===== src/rtl/sdram_guard_pkg.sv =====
package sdram_guard_pkg;

  typedef enum logic [1:0] {
    BK_IDLE = 2'd0,
    BK_OPEN = 2'd1,
    BK_RD   = 2'd2,
    BK_WR   = 2'd3
  } bank_st_e;

  typedef enum logic [3:0] {
    CM_DESEL = 4'd0,
    CM_NOP   = 4'd1,
    CM_MRS   = 4'd2,
    CM_REF   = 4'd3,
    CM_PRE   = 4'd4,
    CM_ACT   = 4'd5,
    CM_WR    = 4'd6,
    CM_RD    = 4'd7,
    CM_SREF  = 4'd8,
    CM_PDN   = 4'd9,
    CM_SUSP  = 4'd10,
    CM_RSVD  = 4'd11
  } cmd_e;

  typedef enum logic [2:0] {
    RS_NONE  = 3'd0,
    RS_STATE = 3'd1,
    RS_BUSY  = 3'd2,
    RS_RCD   = 3'd3,
    RS_RAS   = 3'd4,
    RS_RRD   = 3'd5
  } reason_e;

endpackage


===== src/rtl/sdram_cmd_decode.sv =====
module sdram_cmd_decode
  import sdram_guard_pkg::*;
(
  input  logic cs_n,
  input  logic ras_n,
  input  logic cas_n,
  input  logic we_n,
  input  logic cke,
  input  logic cke_prev,
  input  logic all_idle,
  output cmd_e cmd
);

  always_comb begin
    cmd = CM_NOP;
    if (!cke_prev) begin
      cmd = CM_SUSP;
    end else if (cs_n) begin
      cmd = (!cke && all_idle) ? CM_PDN : CM_DESEL;
    end else begin
      unique case ({ras_n, cas_n, we_n})
        3'b000:  cmd = CM_MRS;
        3'b001:  cmd = cke ? CM_REF : CM_SREF;
        3'b010:  cmd = CM_PRE;
        3'b011:  cmd = CM_ACT;
        3'b100:  cmd = CM_WR;
        3'b101:  cmd = CM_RD;
        3'b110:  cmd = CM_RSVD;
        default: cmd = CM_NOP;
      endcase
    end
  end

endmodule


===== src/rtl/sdram_dly_cnt.sv =====
module sdram_dly_cnt #(
  parameter int DELAY = 3
) (
  input  logic clk,
  input  logic rst_n,
  input  logic load,
  output logic done
);

  localparam int CW = (DELAY > 1) ? $clog2(DELAY) : 1;
  localparam logic [CW-1:0] LDV = CW'(DELAY - 1);

  logic [CW-1:0] cnt_q, cnt_d;
  logic          cnt_en;

  assign cnt_en = load || (cnt_q != '0);

  always_comb begin
    cnt_d = cnt_q;
    if (load)              cnt_d = LDV;
    else if (cnt_q != '0)  cnt_d = cnt_q - 1'b1;
  end

  always_ff @(posedge clk or negedge rst_n) begin
    if (!rst_n)      cnt_q <= '0;
    else if (cnt_en) cnt_q <= cnt_d;
  end

  assign done = (cnt_q == '0);

  generate
    if (DELAY > 1) begin : g_chk
      p_dly_armed_r7: assert property (@(posedge clk) disable iff (!rst_n)
        load |=> !done);
    end
  endgenerate

endmodule


===== src/rtl/sdram_bank_ctl.sv =====
module sdram_bank_ctl
  import sdram_guard_pkg::*;
#(
  parameter int BURST_LEN = 4,
  parameter int T_RCD     = 3,
  parameter int T_RAS     = 6
) (
  input  logic     clk,
  input  logic     rst_n,
  input  logic     hold,
  input  logic     hit,
  input  cmd_e     cmd,
  input  logic     a10,
  output bank_st_e state,
  output logic     col_ok,
  output logic     pre_ok
);

  localparam int BW = (BURST_LEN > 1) ? $clog2(BURST_LEN) : 1;
  localparam logic [BW-1:0] BLAST = BW'(BURST_LEN - 1);

  bank_st_e      st_q, st_d;
  logic [BW-1:0] bcnt_q, bcnt_d;
  logic          ap_q, ap_d;
  logic          upd_en;
  logic          act_ld;
  logic          in_burst;

  assign in_burst = (st_q == BK_RD) || (st_q == BK_WR);
  assign act_ld   = hit && (cmd == CM_ACT);
  assign upd_en   = !hold && (hit || in_burst);

  always_comb begin
    st_d   = st_q;
    bcnt_d = bcnt_q;
    ap_d   = ap_q;
    if (hit) begin
      unique case (cmd)
        CM_ACT: st_d = BK_OPEN;
        CM_PRE: st_d = BK_IDLE;
        CM_RD, CM_WR: begin
          st_d   = (cmd == CM_RD) ? BK_RD : BK_WR;
          bcnt_d = BLAST;
          ap_d   = a10;
        end
        default: st_d = st_q;
      endcase
    end else if (in_burst) begin
      if (bcnt_q == '0) st_d = ap_q ? BK_IDLE : BK_OPEN;
      else              bcnt_d = bcnt_q - 1'b1;
    end
  end

  always_ff @(posedge clk or negedge rst_n) begin
    if (!rst_n) begin
      st_q   <= BK_IDLE;
      bcnt_q <= '0;
      ap_q   <= 1'b0;
    end else if (upd_en) begin
      st_q   <= st_d;
      bcnt_q <= bcnt_d;
      ap_q   <= ap_d;
    end
  end

  sdram_dly_cnt #(.DELAY(T_RCD)) u_rcd (
    .clk(clk), .rst_n(rst_n), .load(act_ld), .done(col_ok)
  );

  sdram_dly_cnt #(.DELAY(T_RAS)) u_ras (
    .clk(clk), .rst_n(rst_n), .load(act_ld), .done(pre_ok)
  );

  assign state = st_q;

  p_open_from_idle_r4: assert property (@(posedge clk) disable iff (!rst_n)
    act_ld |-> (st_q == BK_IDLE));

  p_col_when_ready_r7: assert property (@(posedge clk) disable iff (!rst_n)
    (hit && (cmd == CM_RD || cmd == CM_WR)) |-> (st_q != BK_IDLE && col_ok));

  p_burst_exit_r5: assert property (@(posedge clk) disable iff (!rst_n)
    (in_burst && !hold && !hit && bcnt_q == '0) |=>
      (st_q == BK_IDLE || st_q == BK_OPEN));

  p_hold_frozen_r11: assert property (@(posedge clk) disable iff (!rst_n)
    hold |=> $stable(st_q));

endmodule


===== src/rtl/sdram_cmd_guard.sv =====
module sdram_cmd_guard
  import sdram_guard_pkg::*;
#(
  parameter int NUM_BANKS = 4,
  parameter int BURST_LEN = 4,
  parameter int T_RCD     = 3,
  parameter int T_RAS     = 6,
  parameter int T_RRD     = 2,
  localparam int BA_W     = (NUM_BANKS > 1) ? $clog2(NUM_BANKS) : 1
) (
  input  logic                   clk,
  input  logic                   rst_n,
  input  logic                   cs_n,
  input  logic                   ras_n,
  input  logic                   cas_n,
  input  logic                   we_n,
  input  logic [BA_W-1:0]        ba,
  input  logic                   a10,
  input  logic                   cke,
  output logic [2*NUM_BANKS-1:0] bank_state_o,
  output logic [3:0]             cmd_o,
  output logic                   illegal_o,
  output logic [2:0]             reason_o
);

  logic rs_meta, rst_n_s;
  always_ff @(posedge clk or negedge rst_n) begin
    if (!rst_n) {rst_n_s, rs_meta} <= 2'b00;
    else        {rst_n_s, rs_meta} <= {rs_meta, 1'b1};
  end

  logic cke_q;
  always_ff @(posedge clk or negedge rst_n_s) begin
    if (!rst_n_s) cke_q <= 1'b1;
    else          cke_q <= cke;
  end

  bank_st_e             st [NUM_BANKS];
  logic [NUM_BANKS-1:0] col_ok, pre_ok, idle_v, hit;
  logic                 all_idle;
  cmd_e                 cmd_dec;

  always_comb begin
    for (int b = 0; b < NUM_BANKS; b++) idle_v[b] = (st[b] == BK_IDLE);
  end
  assign all_idle = &idle_v;

  sdram_cmd_decode u_dec (
    .cs_n(cs_n), .ras_n(ras_n), .cas_n(cas_n), .we_n(we_n),
    .cke(cke), .cke_prev(cke_q), .all_idle(all_idle), .cmd(cmd_dec)
  );

  logic rrd_ok, any_act;
  sdram_dly_cnt #(.DELAY(T_RRD)) u_rrd (
    .clk(clk), .rst_n(rst_n_s), .load(any_act), .done(rrd_ok)
  );

  bank_st_e sel_st;
  logic     sel_col_ok, sel_pre_ok;
  logic     ill_d;
  reason_e  rsn_d;
  logic     bank_cmd;

  assign sel_st     = st[ba];
  assign sel_col_ok = col_ok[ba];
  assign sel_pre_ok = pre_ok[ba];

  always_comb begin
    ill_d = 1'b0;
    rsn_d = RS_NONE;
    unique case (cmd_dec)
      CM_MRS, CM_REF, CM_SREF: begin
        if (!all_idle) begin ill_d = 1'b1; rsn_d = RS_BUSY; end
      end
      CM_ACT: begin
        if (sel_st != BK_IDLE) begin ill_d = 1'b1; rsn_d = RS_STATE; end
        else if (!rrd_ok)      begin ill_d = 1'b1; rsn_d = RS_RRD;   end
      end
      CM_RD, CM_WR: begin
        if (sel_st == BK_IDLE) begin ill_d = 1'b1; rsn_d = RS_STATE; end
        else if (!sel_col_ok)  begin ill_d = 1'b1; rsn_d = RS_RCD;   end
      end
      CM_PRE: begin
        if (sel_st != BK_IDLE && !sel_pre_ok) begin ill_d = 1'b1; rsn_d = RS_RAS; end
      end
      default: begin ill_d = 1'b0; rsn_d = RS_NONE; end
    endcase
  end

  assign bank_cmd = (cmd_dec == CM_ACT) || (cmd_dec == CM_RD) ||
                    (cmd_dec == CM_WR)  || (cmd_dec == CM_PRE);
  assign any_act  = (cmd_dec == CM_ACT) && !ill_d;

  genvar gb;
  generate
    for (gb = 0; gb < NUM_BANKS; gb++) begin : g_bank
      assign hit[gb] = bank_cmd && !ill_d && (ba == BA_W'(gb));

      sdram_bank_ctl #(
        .BURST_LEN(BURST_LEN), .T_RCD(T_RCD), .T_RAS(T_RAS)
      ) u_bank (
        .clk(clk), .rst_n(rst_n_s), .hold(cmd_dec == CM_SUSP),
        .hit(hit[gb]), .cmd(cmd_dec), .a10(a10),
        .state(st[gb]), .col_ok(col_ok[gb]), .pre_ok(pre_ok[gb])
      );

      assign bank_state_o[2*gb +: 2] = st[gb];
    end
  endgenerate

  cmd_e    cmd_q;
  logic    ill_q;
  reason_e rsn_q;

  always_ff @(posedge clk or negedge rst_n_s) begin
    if (!rst_n_s) begin
      cmd_q <= CM_DESEL;
      ill_q <= 1'b0;
      rsn_q <= RS_NONE;
    end else begin
      cmd_q <= cmd_dec;
      ill_q <= ill_d;
      rsn_q <= rsn_d;
    end
  end

  assign cmd_o     = cmd_q;
  assign illegal_o = ill_q;
  assign reason_o  = rsn_q;

  p_flag_has_reason_r12: assert property (@(posedge clk) disable iff (!rst_n_s)
    illegal_o |-> (reason_o != 3'd0));

  p_busy_cmd_idle_r10: assert property (@(posedge clk) disable iff (!rst_n_s)
    ((cmd_o == 4'd2 || cmd_o == 4'd3 || cmd_o == 4'd8) && !illegal_o) |->
      (bank_state_o == '0));

  p_suspend_quiet_r11: assert property (@(posedge clk) disable iff (!rst_n_s)
    (cmd_o == 4'd10) |-> (!illegal_o && bank_state_o == $past(bank_state_o)));

  p_one_hit_r12: assert property (@(posedge clk) disable iff (!rst_n_s)
    $onehot0(hit));

endmodule


===== config.mk =====
export PLATFORM = sky130hd
export DESIGN_NAME = sdram_cmd_guard
export DESIGN_NICKNAME = d
export VERILOG_FILES = /design/src/rtl/sdram_guard_pkg.sv /design/src/rtl/sdram_cmd_decode.sv /design/src/rtl/sdram_dly_cnt.sv /design/src/rtl/sdram_bank_ctl.sv /design/src/rtl/sdram_cmd_guard.sv
export SDC_FILE = /design/constraint.sdc
export NUM_CORES = 1
export LEC_CHECK = 0
export ABC_CLOCK_PERIOD_IN_PS = 2050
export BUFFER_PORTS_ARGS = -buffer_cell sky130_fd_sc_hd__buf_2
export CAP_MARGIN = 5
export CORE_ASPECT_RATIO = 0.8
export CORE_MARGIN = 5
export CORE_UTILIZATION = 55
export CTS_CLUSTER_DIAMETER = 100
export DETAILED_ROUTE_END_ITERATION = 8
export HOLD_SLACK_MARGIN = 0.08
export PLACE_DENSITY = 0.74
export SYNTH_ARGS = -nofsm -noshare
export SYNTH_HDL_FRONTEND = slang
export SYNTH_HIERARCHICAL = 1
export SYNTH_SLANG_ARGS = --single-unit

===== constraint.sdc =====
create_clock -name clk -period 2.05 [get_ports clk]
set_clock_uncertainty 0.2 [all_clocks]
set_input_delay 0.41 -clock clk [delete_from_list [all_inputs] [get_ports clk]]
set_output_delay 0.41 -clock clk [all_outputs]
set_load 0.02 [all_outputs]

## Word level (Yosys, flattened, before mapping)

Cells that the tools add are included.

- Flip-flop bits (word level): 52
- Latch bits: 0
- RAM bits: 0
- ROM bits: 0
- Input port bits: 10
- Output and inout port bits: 16
- Word-level logic and storage cells: 262
- Memories kept: 0

- Add/sub/neg operators: 13
- Multipliers: 0
- Divide/modulo/power cells: 0
- $lt $le $gt $ge: 2
- Eq/ne operators: 37
- Shift-type cells: 0
- Muxes and demuxes: 75
- Bitwise logic cells: 1
- Reduce and logical (&&, ||, !) cells: 107

Operators by type and width:

| cell | count |
|---|---|
| 2-bit two-way mux | 38 |
| 2-bit nonzero test | 21 |
| 4-bit AND reduction | 9 |
| 3-bit two-way mux | 11 |
| 2-bit zero test | 14 |
| 4-bit one-hot mux with 7 select lines | 1 |
| 2-bit == test (second input constant) | 10 |
| 1-bit logical OR | 20 |
| 4-bit by 3-bit == test with 1-bit output (second input constant) | 4 |
| 1-bit logical AND | 16 |
| 4-bit two-way mux | 4 |
| 4-bit != test (second input constant) | 4 |
| 2-bit AND reduction | 8 |
| 2-bit by 1-bit subtractor with 2-bit output (second input constant) | 8 |
| 3-bit zero test | 5 |
| 1-bit two-way mux | 15 |
| 3-bit one-hot mux with 4 select lines | 1 |
| 3-bit AND reduction | 4 |
| 3-bit nonzero test | 4 |
| 3-bit by 1-bit subtractor with 3-bit output (second input constant) | 4 |
| 3-bit == test (second input constant) | 3 |
| 4-bit by 2-bit == test with 1-bit output (second input constant) | 2 |
| 4-bit == test (second input constant) | 2 |
| 2-bit by 1-bit != test with 1-bit output (second input constant) | 4 |
| other kinds (15) | 23 |

## Logic depth before layout (Yosys ltp)

- Word-level depth: 15
- Mapped depth: 13
- Gate-level depth less buffers: 13

## By module

Netlist, hierarchy kept.

Modules (own cells, without submodules):

| module | instances | cells an instance | area each (um^2) | seq. area each (um^2) |
|---|---|---|---|---|
| sdram_bank_ctl | 4 | 29 | 307.8 | 125.1 |
| sdram_dly_cnt (g_bank[0].u_bank.u_ras ...) | 4 | 16 | 173.9 | 75.1 |
| sdram_cmd_guard | 1 | 58 | 634.4 | 276.5 |
| sdram_dly_cnt (g_bank[0].u_bank.u_rcd ...) | 4 | 10 | 102.6 | 50.0 |
| sdram_cmd_decode | 1 | 17 | 108.9 | 0.0 |
| sdram_dly_cnt (u_rrd) | 1 | 3 | 32.5 | 25.0 |

## Worst setup path after synthesis

No wires, ideal clock.

- Kind: input to register
- Start point: in we_n
- End point: reg g_bank[0].u_bank.ap_q
- Library setup time: 0.125 ns
- Arrival time: 3.779 ns
- Data required time: 1.725 ns
- Setup slack: -2.054 ns
- Stages: 8
- Path buffers: 1
- Cell sequence: nand2b_1 -> a221o_1 -> nand2_1 -> clkbuf_1 -> nor4b_1 -> and4bb_2 -> nand2_1 -> mux2_4

- Longest elaborated chain between the ends: 13
- Elaborated cells between the ends (all ways): 31
- Those cells by class: 14 x eq/ne; 4 x mux; 13 x reduce/logical

RTL lines:

| what | RTL line | RTL |
|---|---|---|
| from (decl) | sdram_cmd_guard.sv:16 | `input logic we_n,` |
| 3-bit == test (tied with other cells) | sdram_cmd_decode.sv:21 | `unique case ({ras_n, cas_n, we_n})` |
| 4-bit one-hot mux with 7 select lines * | sdram_cmd_decode.sv:21 |  |
| 4-bit two-way mux * | sdram_cmd_decode.sv:18 | `end else if (cs_n) begin` |
| 4-bit two-way mux * | sdram_cmd_decode.sv:16 | `if (!cke_prev) begin` |
| named net cmd_dec[1] | sdram_cmd_guard.sv:41 | `cmd_e cmd_dec;` |
| 4-bit by 2-bit == test with 1-bit output (tied with other cells) | sdram_cmd_guard.sv:71 | `unique case (cmd_dec)` |
| 3-bit OR reduction (tied with other cells) | sdram_cmd_guard.sv:71 |  |
| 1-bit one-hot mux with 4 select lines / 1-bit logical OR (equally long branches) | sdram_cmd_guard.sv:71, sdram_cmd_guard.sv:90 |  |
| 1-bit zero test / 1-bit logical OR (equally long branches) | sdram_cmd_guard.sv:97, sdram_cmd_guard.sv:91 |  |
| 1-bit logical AND (2 in series) | sdram_cmd_guard.sv:97 | `assign hit[gb] = bank_cmd && !ill_d && (ba == BA_W'(gb));` |
| 1-bit logical OR | sdram_bank_ctl.sv:31 | `assign upd_en = !hold && (hit \|\| in_burst);` |
| 1-bit logical AND | sdram_bank_ctl.sv:31 |  |
| 3-bit AND reduction (no line) * | -- |  |
| to (signal assigned) | sdram_bank_ctl.sv:62 | `ap_q <= ap_d;` |
| to (decl) | sdram_bank_ctl.sv:24 | `logic ap_q, ap_d;` |

The timed path passes the listed nets; every way through them passes the cells marked *.
A chain may end at the register's enable or synchronous reset.

## Final worst setup path

- Start point: reg g_bank[3].u_bank.st_q[1]
- End point: reg g_bank[1].u_bank.u_ras.cnt_q[0]

- Longest elaborated chain between the ends: 15
- Elaborated cells between the ends (all ways): 37
- Those cells by class: 7 x eq/ne; 12 x mux; 18 x reduce/logical

RTL lines:

| what | RTL line | RTL |
|---|---|---|
| from (decl) | sdram_bank_ctl.sv:22 | `bank_st_e st_q, st_d;` |
| from (signal assigned) | sdram_bank_ctl.sv:60 | `st_q <= st_d;` |
| 2-bit zero test * | sdram_cmd_guard.sv:44 | `for (int b = 0; b < NUM_BANKS; b++) idle_v[b] = (st[b] == BK_IDLE);` |
| 4-bit AND reduction * | sdram_cmd_guard.sv:46 | `assign all_idle = &idle_v;` |
| named net all_idle | sdram_cmd_guard.sv:40 | `logic all_idle;` |
| 1-bit logical AND * | sdram_cmd_decode.sv:19 | `cmd = (!cke && all_idle) ? CM_PDN : CM_DESEL;` |
| 4-bit two-way mux * | sdram_cmd_decode.sv:19 |  |
| 4-bit two-way mux * | sdram_cmd_decode.sv:18 |  |
| 4-bit two-way mux * | sdram_cmd_decode.sv:16 |  |
| named net cmd_dec[0] | sdram_cmd_guard.sv:41 |  |
| [2 not listed] | -- |  |
| 1-bit one-hot mux with 4 select lines / 1-bit logical OR (equally long branches) | sdram_cmd_guard.sv:71, sdram_cmd_guard.sv:90 |  |
| 1-bit zero test / 1-bit logical OR (equally long branches) | sdram_cmd_guard.sv:97, sdram_cmd_guard.sv:91 |  |
| 1-bit logical AND * (2 in series) | sdram_cmd_guard.sv:97 |  |
| named net hit[1] | sdram_cmd_guard.sv:39 | `logic [NUM_BANKS-1:0] col_ok, pre_ok, idle_v, hit;` |
| 1-bit logical AND * | sdram_bank_ctl.sv:30 | `assign act_ld = hit && (cmd == CM_ACT);` |
| named net g_bank[1].u_bank.act_ld | sdram_bank_ctl.sv:26 | `logic act_ld;` |
| 2-bit nonzero test (no line) / 1-bit logical OR (equally long branches) | -- |  |
| 2-bit AND reduction (no line) | -- |  |
| to (signal assigned) | sdram_dly_cnt.sv:26 | `else if (cnt_en) cnt_q <= cnt_d;` |
| to (decl) | sdram_dly_cnt.sv:13 | `logic [CW-1:0] cnt_q, cnt_d;` |

The timed path passes the listed nets; every way through them passes the cells marked *. The select of a mux whose other input is x is not followed.

==> results.txt <==
gpl congestion = 0.854
initial antenna violation count = 0
post-route cell area = 0.00455 mm2
CP Max Fanout = 7
PnR worst setup slack = -0.940 ns
Placement Rows = 24
commonest non-fill, non-tap cell in the layout = buf_4
Vias = 2801
Hold Path Class = reg2async
number of remaining DRC errors = 0
most frequent cells in the layout = buf_4, dfrtp_1, inv_1
FMAX = 334 MHz
WL/cell = 16.7 um
critical path class = reg2reg
fillcell total = 321
Synth Area in Simple Gates = 24.5%
starting density of the core = 57.0%
Top Metal Used = met4
Post-synth top flop = dfrtp_1
vias in the first global route = 2861
Synth Area per Inst = 10.4 um2
met3 wire length = 328 um
later-pin clock latency in the skew report = 0.31 ns
Period minus WS final = 2.99 ns
final setup vio count = 45
pwr/cell area = 892 mW/mm2
first-pass GRT wire length = 13600 um
compound-cell area share of the yosys netlist = 14.4%
cell count after synthesis = 298
total negative slack = -34.67 ns
Synth warnings = 6
Setup crit start = g_bank[3].u_bank/state[1]$_DFFE_PN0P_
antenna diode count = 0
CTS Buf Count = 5
DR WL met2 = 4350 um
Seq/Total Area, Yosys = 41.8%
layout cells sized above 1 = 48.2%
Max-Cap Viols = 0
area of the multi-input gates = 0.00204 mm2
Die ar. = 0.00727 mm2
Top Ports = 26
Die Wd = 94.1 um
first drt pass iteration count = 4
detailed placement HPWL = 5580 um
dpl cell area = 0.00414 mm2
R2R Path Start = g_bank[3].u_bank/state[1]$_DFFE_PN0P_
worst vdd ir = 0.000441 V
post-route ant nets = 0
Post-Syn Area = 0.00311 mm2
Die Ht = 77.3 um
crit start category = flip-flop
#FFs+latches synth = 52
synth unique cells = 49
Storage cell area = 0.00131 mm2
Leak = 2.22 nW
critical path data arrival time = 3.03 ns
core area = 0.00547 mm2
clk buf depth = 2
clock root buffer = clkbuf_8
TritonCTS clock tree = done
pin count of the biggest net entering global routing = 27
outcome = finished with violations
Tot GR Track Use = 23.5%
H-tree Lvls = 2
EDFF count, synth = 0
gr ovfl total = 0
final total power = 0.00406 W
WL met1 = 3540 um
Clock Pin Slew Worst Setup and Hold Paths = 0.09 ns
syn nets = 324
RSZ-0062 raised after global routing = yes
# clock sinks = 52
Slew Limit Fails = 0
initial drt markers = 143
Via density = 5.61
nets@finish = 446
worst path required time = 2.09 ns
XOR/XNOR Fraction of Synth Area = 2.53%
area share of fa/ha/maj cells after synthesis = 6.43%
FFs w/ async S/R, synth = 100%
Setup crit end kind = flip-flop
Buffers on Ports = 25
area delta synth->final = 46.1%
multiplexer share of the synthesized area = 6.03%
failing checks = setup timing
Final period util = 146%
DRT Wirelength = 8330 um
largest family of logic cells by synthesized area = simple AND/OR/NAND/NOR gates
Hold Vio Cnt, Final = 0
==> critical path: stages, from the launching register on <==
cell and delay, ns:
dfrtp_2 0.43, nor2_4 0.11, and4_4 0.24, nand4b_1 0.15, nand2_4 0.14, nor2b_1 0.07
a22oi_2 0.25, nor3_4 0.07, buf_12 0.14, a211oi_4 0.30, nand3b_1 0.19, nor3b_4 0.31
buf_6 0.16, nor2_1 0.04, mux2i_1 0.12
==> worst paths after layout <==
| path | slack, ns | cells past startpoint | end |
|---|---|---|---|
| setup / recovery | -0.94 | 14 | g_bank[1].u_bank/u_ras/cnt_q[0]$_DFFE_PN0P_ |
| hold / removal | 0.08 | 1 | g_bank[0].u_bank/ap_q$_DFFE_PN0P_ |
| setup reg to reg | -0.94 | 14 | g_bank[1].u_bank/u_ras/cnt_q[0]$_DFFE_PN0P_ |
| hold reg to reg | 0.08 | 1 | g_bank[0].u_bank/ap_q$_DFFE_PN0P_ |
| max in group asynchronous | 0.75 | 2 | cke_q$_DFF_PN1_ |
| min in group clk | 0.16 | 0 | rst_n_s$_DFF_PN0_ |
==> area by class of cell <==
cell class,instances,area share [%]
Multi-Input combinational cell,214,44.8
Sequential cell,52,28.9
Timing Repair Buffer,119,19.9
Inverter,28,2.31
Tap cell,78,2.15
Clock buffer,8,1.98
==> cells by family after synthesis <==
group | Yosys count
muxes | 13
DFF | 52
xor gates and xnor gates | 9
buffers and inverters | 32
other | 1
AOI/OAI and AO/OA | 58
and+or+nand+nor | 117
adders and majority gates | 16
==> Yosys cell counts (all sizes together), types with 5 or more instances <==
master	instances	area, um2
a21oi	5	25.0
nand3b	12	90.1
mux2i	7	82.6
a221o	5	50.1
nor3b	9	67.6
nand2b	10	62.6
dfrtp	51	1280
nor2	26	105
o21ai	12	60.1
nor2b	16	110
xor2	9	78.8
a211oi	5	42.5
a211o	5	43.8
nand2	10	37.5
o211a	8	80.1
inv	28	105
nor4b	5	43.8
ha	16	200
nand4b	5	43.8
==> stage by stage <==
step	setup slack, ns	cells	hold slack [ns]	utilization, %
floorplan	-0.884	298	-0.0856	-
global placement	-0.886	477	-0.00516	75.8
detailed placement	-0.993	477	-0.00371	75.8
CTS	-0.866	495	0.0887	81.3
global route	-1.09	499	0.117	83.2
finish	-0.940	499	0.0770	83.2
==> state kept, by name, summed over array words and instances (netlist names), 3 cells and up <==
| signal | cells |
|---|---|
| g_bank.u_bank/u_rcd/cnt_q | 8 |
| cmd_o | 4 |
| g_bank.u_bank/u_ras/cnt_q | 12 |
| g_bank.u_bank/ap_q | 4 |
| g_bank.u_bank/bcnt_q | 8 |
| reason_o | 3 |
| g_bank.u_bank/state | 8 |
==> report_power, final <==
part	total [W]	switching, W	internal [W]	leakage [nW]
clock	0.000609	0.000333	0.000276	0.0455
combinational	0.00201	0.000897	0.00112	1.55
sequential	0.00143	0.000142	0.00129	0.616
total	0.00405	0.00137	0.00268	2.22
==> per-layer routing <==
| layer | vias to the layer above | track usage [%] |
|---|---|---|
| met5 | - | 0 |
| met2 | 68 | 40.7 |
| met3 | 13 | 3.91 |
| li1 | 1319 | - |
| met4 | 0 | 6.35 |
| met1 | 1401 | 30.3 |
==> repair_timing <==
item                                    CTS  global route
hold buffers                              3             0
gates resized for setup                  36            15
pin swaps                                32            12
hold endpoints to repair                  6             0
buffers inserted                          8             4
endpoints found under the setup margin   44            45
Power figures use the tool's default switching activity.
